--- src/rtl/opb_pkg.sv ---
// Package: shared helpers for the OUT pipe bank controller.
// Assumes a bank count of 1 or 2; bank indices are one bit wide.
package opb_pkg;

    typedef logic [7:0] byte_t;

    // Next bank in round-robin order; stays on bank 0 with a single bank.
    function automatic logic next_bank(input logic cur, input int unsigned nbanks);
        return (nbanks == 2) ? ~cur : 1'b0;
    endfunction

endpackage

--- src/rtl/opb_bank_state.sv ---
// Module: per-bank state of the OUT pipe buffer.
// Holds the hardware-ownership bit, the transmit-done flag and the byte count.
// Assumes the caller never asserts a write or release hit on a hardware-owned
// bank and never asserts an acknowledge hit on a software-owned bank.
module opb_bank_state #(
    parameter int BANK_BYTES = 64,
    localparam int CW = $clog2(BANK_BYTES + 1)
) (
    input  logic          clk,
    input  logic          rst_n,
    input  logic          wr_hit,
    input  logic          rel_hit,
    input  logic          ack_hit,
    input  logic          clr_hit,
    output logic          hw_owned,
    output logic          done_flag,
    output logic [CW-1:0] count
);

    // State update: clear first, so an acknowledge in the same cycle wins.
    always_ff @(posedge clk) begin
        if (!rst_n) begin
            hw_owned  <= 1'b0;
            done_flag <= 1'b0;
            count     <= '0;
        end else begin
            if (clr_hit) done_flag <= 1'b0;
            if (ack_hit) begin
                done_flag <= 1'b1;
                hw_owned  <= 1'b0;
                count     <= '0;
            end
            if (wr_hit)  count    <= count + 1'b1;
            if (rel_hit) hw_owned <= 1'b1;
        end
    end

    AST_CNT_CAP: assert property (@(posedge clk) disable iff (!rst_n)
        count <= CW'(BANK_BYTES));
    AST_NO_WR_HW: assert property (@(posedge clk) disable iff (!rst_n)
        wr_hit |-> !hw_owned);
    AST_ACK_RETURN: assert property (@(posedge clk) disable iff (!rst_n)
        ack_hit |=> (!hw_owned && done_flag && count == '0));
    AST_REL_TAKE: assert property (@(posedge clk) disable iff (!rst_n)
        rel_hit |=> hw_owned);

endmodule

--- src/rtl/opb_bank_mem.sv ---
// Module: byte storage for all banks of the OUT pipe.
// One synchronous write port for software and one combinational read port
// for the link side. Contents are not reset; counts define valid bytes.
module opb_bank_mem #(
    parameter int NBANKS     = 2,
    parameter int BANK_BYTES = 64,
    localparam int AW    = $clog2(BANK_BYTES),
    localparam int DEPTH = NBANKS * BANK_BYTES,
    localparam int IW    = $clog2(DEPTH)
) (
    input  logic           clk,
    input  logic           we,
    input  logic           wbank,
    input  logic [AW-1:0]  waddr,
    input  opb_pkg::byte_t wdata,
    input  logic           rbank,
    input  logic [AW-1:0]  raddr,
    output opb_pkg::byte_t rdata
);

    opb_pkg::byte_t store [DEPTH];
    logic [IW-1:0]  widx, ridx;

    // Flat index: bank offset plus byte address.
    always_comb begin
        widx = (wbank ? IW'(BANK_BYTES) : '0) + IW'(waddr);
        ridx = (rbank ? IW'(BANK_BYTES) : '0) + IW'(raddr);
    end

    // Byte write from the software side.
    always_ff @(posedge clk) begin
        if (we) store[widx] <= wdata;
    end

    assign rdata = store[ridx];

endmodule

--- src/rtl/out_pipe_bank_ctrl.sv ---
// Module: top of the OUT pipe transmit buffer controller.
// Decodes the software strobes and the link acknowledge into per-bank hits.
// Keeps the software and link bank pointers and drives the status outputs,
// including the suspend override.
// Assumes NBANKS is 1 or 2 and that link_ack is a one-cycle pulse per packet.
module out_pipe_bank_ctrl #(
    parameter int NBANKS     = 2,
    parameter int BANK_BYTES = 64,
    localparam int CW = $clog2(BANK_BYTES + 1),
    localparam int AW = $clog2(BANK_BYTES)
) (
    input  logic           clk,
    input  logic           rst_n,
    input  logic           sw_wr_en,
    input  logic [7:0]     sw_wr_data,
    input  logic           sw_txout_clr,
    input  logic           sw_fifocon_clr,
    input  logic           sw_sof_en,
    output logic           sw_txout,
    output logic           sw_fifocon,
    output logic           sw_rwall,
    output logic           sw_bank,
    output logic [CW-1:0]  sw_byte_cnt,
    output logic           link_send_req,
    output logic           link_bank,
    output logic [CW-1:0]  link_len,
    input  logic [AW-1:0]  link_rd_addr,
    output logic [7:0]     link_rd_data,
    input  logic           link_ack,
    output logic           host_frame_active
);

    logic          sw_ptr, lk_ptr;
    logic [1:0]    hw_v, done_v;
    logic [CW-1:0] cnt_v [2];
    logic          sw_own, rel_ok, wr_ok, ack_ok;

    // Strobe qualification against the current ownership state.
    always_comb begin
        sw_own = !hw_v[sw_ptr];
        rel_ok = sw_fifocon_clr && sw_own && !done_v[sw_ptr];
        wr_ok  = sw_wr_en && sw_own && (cnt_v[sw_ptr] < CW'(BANK_BYTES)) && !rel_ok;
        ack_ok = link_ack && hw_v[lk_ptr];
    end

    for (genvar b = 0; b < 2; b++) begin : g_bank
        if (b < NBANKS) begin : g_real
            opb_bank_state #(.BANK_BYTES(BANK_BYTES)) u_state (
                .clk      (clk),
                .rst_n    (rst_n),
                .wr_hit   (wr_ok  && (sw_ptr == 1'(b))),
                .rel_hit  (rel_ok && (sw_ptr == 1'(b))),
                .ack_hit  (ack_ok && (lk_ptr == 1'(b))),
                .clr_hit  (sw_txout_clr && (sw_ptr == 1'(b))),
                .hw_owned (hw_v[b]),
                .done_flag(done_v[b]),
                .count    (cnt_v[b])
            );
        end else begin : g_tie
            assign hw_v[b]   = 1'b0;
            assign done_v[b] = 1'b0;
            assign cnt_v[b]  = '0;
        end
    end

    // Pointer advance: software on release, link on acknowledge.
    always_ff @(posedge clk) begin
        if (!rst_n) begin
            sw_ptr <= 1'b0;
            lk_ptr <= 1'b0;
        end else begin
            if (rel_ok) sw_ptr <= opb_pkg::next_bank(sw_ptr, NBANKS);
            if (ack_ok) lk_ptr <= opb_pkg::next_bank(lk_ptr, NBANKS);
        end
    end

    opb_bank_mem #(.NBANKS(NBANKS), .BANK_BYTES(BANK_BYTES)) u_mem (
        .clk  (clk),
        .we   (wr_ok),
        .wbank(sw_ptr),
        .waddr(AW'(cnt_v[sw_ptr])),
        .wdata(sw_wr_data),
        .rbank(lk_ptr),
        .raddr(link_rd_addr),
        .rdata(link_rd_data)
    );

    // Status outputs for both sides.
    always_comb begin
        sw_fifocon        = sw_own;
        sw_txout          = done_v[sw_ptr];
        sw_byte_cnt       = cnt_v[sw_ptr];
        sw_rwall          = sw_own && (cnt_v[sw_ptr] < CW'(BANK_BYTES));
        sw_bank           = sw_ptr;
        link_send_req     = hw_v[lk_ptr];
        link_bank         = lk_ptr;
        link_len          = cnt_v[lk_ptr];
        host_frame_active = sw_sof_en || (|hw_v);
    end

    AST_REL_REQ: assert property (@(posedge clk) disable iff (!rst_n)
        (sw_fifocon_clr && sw_fifocon && !sw_txout) |=> link_send_req);
    AST_DUAL_SWITCH: assert property (@(posedge clk) disable iff (!rst_n)
        (NBANKS == 2 && sw_fifocon_clr && sw_fifocon && !sw_txout) |=> (sw_bank != $past(sw_bank)));
    AST_ORDER_HOLD: assert property (@(posedge clk) disable iff (!rst_n)
        (sw_fifocon_clr && sw_txout) |=> $stable(sw_bank));
    AST_ACK_IDLE: assert property (@(posedge clk) disable iff (!rst_n)
        (link_ack && !link_send_req) |=> $stable(link_bank));
    AST_RWALL_OWN: assert property (@(posedge clk) disable iff (!rst_n)
        sw_rwall |-> sw_fifocon);
    AST_SUSP_OVERRIDE: assert property (@(posedge clk) disable iff (!rst_n)
        link_send_req |-> host_frame_active);

endmodule

--- config.mk ---
export PLATFORM = sky130hd
export DESIGN_NAME = out_pipe_bank_ctrl
export DESIGN_NICKNAME = d
export VERILOG_FILES = /design/src/rtl/opb_pkg.sv /design/src/rtl/opb_bank_state.sv /design/src/rtl/opb_bank_mem.sv /design/src/rtl/out_pipe_bank_ctrl.sv
export SDC_FILE = /design/constraint.sdc
export NUM_CORES = 1
export LEC_CHECK = 0
export ABC_AREA = 1
export ABC_CLOCK_PERIOD_IN_PS = 2850
export BUFFER_PORTS_ARGS = -buffer_cell sky130_fd_sc_hd__buf_2
export CORE_MARGIN = 2
export CORE_UTILIZATION = 45
export CTS_BUF_LIST = sky130_fd_sc_hd__clkbuf_2
export CTS_CLUSTER_DIAMETER = 50
export DETAILED_ROUTE_END_ITERATION = 8
export SYNTH_ARGS = -nofsm -noshare
export SYNTH_HDL_FRONTEND = slang
export SYNTH_HIERARCHICAL = 1
export SYNTH_SLANG_ARGS = --single-unit
--- constraint.sdc ---
create_clock -name clk -period 2.85 [get_ports clk]
set_input_delay 0.4275 -clock clk [delete_from_list [all_inputs] [get_ports clk]]
set_output_delay 0.4275 -clock clk [all_outputs]
set_load 0.01 [all_outputs]
## Word-level counts from Yosys, hierarchy flattened

Memory sizes are Yosys's and may differ from the RTL's.
Index checks and enable logic that the tools add are counted.
Widths: inputs -> output; s select.

| storage, ports and cells | value |
|---|---|
| register bits after elaboration | 20 |
| memory bits (writable) | 1024 |
| input port bits | 21 |
| output and inout bits | 29 |
| logic and storage cells | 76 |
| memories kept | 1 |

| cells by class | value |
|---|---|
| $add $sub $neg | 4 |
| magnitude comparators | 5 |
| multiplexer cells | 28 |
| bitwise gates (word level) | 4 |
| reductions and logical operators | 26 |

Memories:

| name | depth | bits a word | rd ports | clocked after Yosys merged registers in | wr ports | RTL line | RTL |
|---|---|---|---|---|---|---|---|
| u_mem.store | 128 | 8 | 1 | 0 | 1 | opb_bank_mem.sv:21 | `opb_pkg::byte_t store [DEPTH];` |

Operators with widths:

| kind | number |
|---|---|
| $mux 7 | 12 |
| $mux 1 | 16 |
| $logic_and 1x1->1 | 15 |
| $add 7x1->7 const B | 2 |
| $add 7x6->7 | 2 |
| $reduce_bool 2->1 | 6 |
| $lt 7x7->1 const B | 1 |
| $ge 2x2->1 const B | 2 |
| $lt 1x2->1 const B | 2 |
| $not 1->2 | 2 |
| $logic_not 1->1 | 3 |
| $not 1->1 | 2 |
| $reduce_or 2->1 | 1 |
| $logic_or 1x1->1 | 1 |

## Logic depth before layout (Yosys ltp)

| depth | value |
|---|---|
| depth after elaboration | 9 |
| gate-level depth with buffers | 14 |
| depth with buffers taken out | 12 |

## Modules after synthesis

Netlist, hierarchy kept.

By module, submodules not included:

| module | instances | cells each | area an instance (um2) | seq. area each (um2) |
|---|---|---|---|---|
| opb_bank_mem | 1 | 3567 | 41940.2 | 30749.5 |
| opb_bank_state | 2 | 61 | 452.9 | 180.2 |
| out_pipe_bank_ctrl | 1 | 82 | 400.4 | 40.0 |

## Least setup slack after synthesis

Ideal clock, no wire load.

| path | value |
|---|---|
| kind | reg2reg |
| start point | register sw_ptr (netlist: sw_bank) |
| end point | memory u_mem/store[111][0] in the netlist's numbering, enable pin |
| library setup time | 0.370 ns |
| arrival time | 2.322 ns |
| required time | 2.480 ns |
| slack | 0.158 ns |
| stages on the path, launching flop included | 10 |
| buffers on the path | 3 |
| period minus slack after synthesis | 2.692 ns |
| cells stage by stage | dfxtp_1 buf_6 buf_2 nand2_1 o21ai_0 inv_1 nor3_1 nand2_1 clkbuf_1 nor2_1 |

| between the ends | value |
|---|---|
| word-level cells in the longest chain between the ends | 9 |
| elaborated cells between the ends (all ways) | 21 |
| classes of those cells | 1 x add/sub; 1 x order compare; 10 x mux; 1 x bitwise; 8 x reduce/logical |

RTL lines:

| element | RTL line | RTL |
|---|---|---|
| start: declaration | out_pipe_bank_ctrl.sv:33 | `logic sw_ptr, lk_ptr;` |
| start signal: assignment | out_pipe_bank_ctrl.sv:72 | `if (rel_ok) sw_ptr <= opb_pkg::next_bank(sw_ptr, NBANKS);` |
| $not 1->2 (*) | - |  |
| $mux 7 (*) (3 in a row) | - |  |
| named net sw_byte_cnt[0] | out_pipe_bank_ctrl.sv:23 | `output logic [CW-1:0] sw_byte_cnt,` |
| $lt 7x7->1 | out_pipe_bank_ctrl.sv:42 | `wr_ok = sw_wr_en && sw_own && (cnt_v[sw_ptr] < CW'(BANK_BYTES)) && !rel_ok;` |
| $logic_and 1x1->1 (2 in a row) | out_pipe_bank_ctrl.sv:42 |  |
| $mux 1 | opb_bank_mem.sv:32 | `if (we) store[widx] <= wdata;` |
| $mux 1 (implied by the code) | opb_bank_mem.sv:32 |  |
| end: declaration | opb_bank_mem.sv:21 |  |

Mark *: on every way through the listed nets, which the timed path passes. The rest lies on a longest branch. The select of a mux whose other input is x is not followed.

## Worst setup path in the final report

| path | value |
|---|---|
| start point | memory u_mem/store[111][1] in the netlist's numbering |
| end point | output link_rd_data[1] |

| between the ends | value |
|---|---|
| word-level cells in the longest chain between the ends | 1 |

RTL lines:

| element | RTL line | RTL |
|---|---|---|
| $mem_v2 128x8 | - |  |
| end: declaration | out_pipe_bank_ctrl.sv:28 | `output logic [7:0] link_rd_data,` |

No other way between the ends.

==> impl_metrics.ini <==
[status]
outcome = finished, violations left
violations = negative setup slack

[cts]
root_buffer = clkbuf_2
worstSkewPairLatency_ns = 1.51
htree_levels = 5
path_clk_slew_ns = 0.12
cts_made_buffers = 281
clock-sinks = 1044
clockBufferDepth = 4
cts_tree = yes

[synth]
synth-seq-cells = 1044
syn_inst = 3771
synth.area.top_cells = edfxtp_1, nand2_1, nand3_1, buf_2, nor2_1
yosysTopAreaCell = edfxtp_1
ys_seq_area_frac = 0.720
synth.top_cell.area_share = 0.711
synth_nets = 3794
syn_avg_cell_area_um2 = 11.5
syn_area_um2 = 43200
synth_warnings = 6
yosys.cell_types.count = 27

[timing]
fin_skew_ns = 0.157
worst_slack_ns = -0.564
slew_violations = 0
period_share = 1.20
tightest_slew_ns = 0.971
maxSlewHeadroom = 0.352
fmax_mhz = 293
hold_violations = 0
final-setup-viol-count = 12
fin_crit_ns = 3.41
rsz0062_at_grt = yes

[place]
postPlaceCellArea_um2 = 46700
dpl.hpwl_um = 72300
dp_cells = 5134
io_buffers = 49
gp_congestion = 0.864
pre_cts_ws_ns = -0.0842

[worst_setup_path]
rr_endpoint = g_bank[0].g_real.u_state/count[5]
cp-start-kind = flip-flop
cp-end-kind = primary output
crit_family = simple AND/OR/NAND/NOR gates
cp_slowest_cell = edfxtp_1
cp_data_arrival_time_ns = 2.99
rr_worst_depth = 15
path_buf_inv = 1
r2r_slack_ns = 0.10
cp_max_fo = 1
critPathKind = flip-flop to primary output
r2r-start = sw_bank
crit_required_ns = 2.42
max_stage_delay_ns = 0.37
cp_cell_sequence = nand2_1, nand3_1, nand3_1, nand3_1, nand2_2, nand2_2, nand3_2, nand2_2, nand2_1, nand2_4, buf_6

[job]
drv_cap = 0

[pwr]
power.density_nw_per_um2 = 580
p_leak_nw = 19.2
ir_drop_mv = 0.354

[layout]
post-route-util = 0.534
fillCellCount = 8225
nNetsFinal = 4226
area_growth_pct = 17.5
drive_gt1_frac = 0.233
final_cells = 5624
fin_area_um2 = 50800

[grt]
first_global_vias = 30300
grt_start_max_net_pins = 96
antenna_found_initial = 2
grt-ovfl-total = 0
grt_pass1_wl_um = 183000
grt.total_usage = 0.247

[die]
die_h_um = 314
die_x_um = 314
num_rows = 113
die_area_um2 = 98600
io_pins = 50
initial_utilization = 0.454
core_um2 = 95200

[worst_hold_path]
holdPathStages = 2
min_from = sw_wr_data[0]
hold_end = u_mem/store[24][0]
hp-class = input pin to flip-flop

[route]
routedWlPerCell_um = 21.6
wirelength_um = 122000
drc = 0
drt_iter0_drc = 2936
antenna_left = 0
dr.pass1.iters = 5
vias = 30600
viasPerCell = 5.44
## Yosys cell counts, drive strengths merged
cell       n
nand2   1266
edfxtp  1024
nand3    944
buf      206
nor2     160
inv       64
clkbuf    31
a21oi     21
dfxtp     20
o21ai     20
nor3      10
ha         2
o21bai     2
nand4      1
## layout make-up
type	count	area [um2]	share of cell area
Timing Repair Buffer	386	3910	0.0770
Inverter	64	269	0.00529
Multi-Input combinational cell	2426	11600	0.228
Clock inverter	44	330	0.00650
Tap cell	1265	1580	0.0311
Antenna cell	4	10.0	0.000197
Clock buffer	391	1960	0.0385
Sequential cell	1044	31200	0.613
## state kept, by name, summed over array words and instances, names as in the netlist
signal and cells:
g_bank.g_real.u_state/done_flag 2, g_bank.g_real.u_state/hw_owned 2, u_mem/store 1024, sw_bank 1, g_bank.g_real.u_state/count 14, link_bank 1
## cell families (layout without fill, tap and decap cells)
family	after synthesis	after routing	share of synthesized area
simple gates	2381	2381	0.236
fa+ha+maj	2	2	0.000579
flops	1044	1044	0.720
other cells	0	4	0
buf+inv	301	885	0.0376
compound gates	43	43	0.00553
## routing by layer
metal / up-vias / part of all wire / track usage
li1: 14200 / - / -
met5: - / 0 / 0
met2: 1346 / 0.48 / 0.397
met1: 14900 / 0.41 / 0.334
met3: 185 / 0.080 / 0.0537
met4: 0 / 0.025 / 0.0883
## metrics by stage
step	setup TNS, ns	hold WS [ns]	power, mW
2_1_floorplan	0	0.439	18.4
3_3_place_gp	-0.0932	0.451	19.5
3_5_place_dp	-0.0842	0.475	19.5
4_1_cts	-7.22	0.0259	29.6
5_1_grt	-7.36	0.0836	30.7
6_report	-4.15	0.163	29.5
## repair_timing
action / CTS / global route
pin swaps: 92 / 42
hold buffers: 32 / 0
setup endpoints to repair: 27 / 26
setup buffers: 18 / 3
gates resized for setup: 245 / 81
hold endpoints to repair: 1066 / 0
cloned: 3 / 0
## worst register-to-register path: cells and delay by family, from the launching register on
family                 cells  cell delay [ns]
buffers and inverters      5             1.07
flip-flops                 1             0.38
AND/OR/NAND/NOR           10             1.18
## report_power, final
part / total, mW / internal [mW] / switching (mW)
Clock: 9.93 / 4.15 / 5.78
Sequential: 16.9 / 16.8 / 0.0189
Combinational: 2.67 / 0.860 / 1.81
Total: 29.5 / 21.9 / 7.61
## worst max path at each step
stage                                   start                   to  slack [ns]  cells after the start
final                     u_mem/store[111][1]      link_rd_data[1]       -0.56                     11
after global routing      u_mem/store[110][1]      link_rd_data[1]       -0.73                     11
after CTS                  u_mem/store[15][1]      link_rd_data[1]       -0.69                     12
after detailed placement      link_rd_addr[0]      link_rd_data[1]       -0.08                     15
after global placement        link_rd_addr[0]      link_rd_data[1]       -0.09                     15
after floorplan                       sw_bank  u_mem/store[111][0]        0.16                      9
## placed cells by master, fill, tap and decap left out, drive strengths merged
master,synthesis,routed
nand2,1266,1266
edfxtp,1024,1024
nand3,944,944
clkbuf,31,391
buf,206,360
nor2,160,160
inv,64,68
clkinv,0,34
dlygate4sd3,0,26
a21oi,21,21
dfxtp,20,20
o21ai,20,20
nor3,10,10
bufinv,0,6
diode,0,4
o21bai,2,2
ha,2,2
nand4,1,1
No activity file was read; power rests on OpenSTA's default activity.
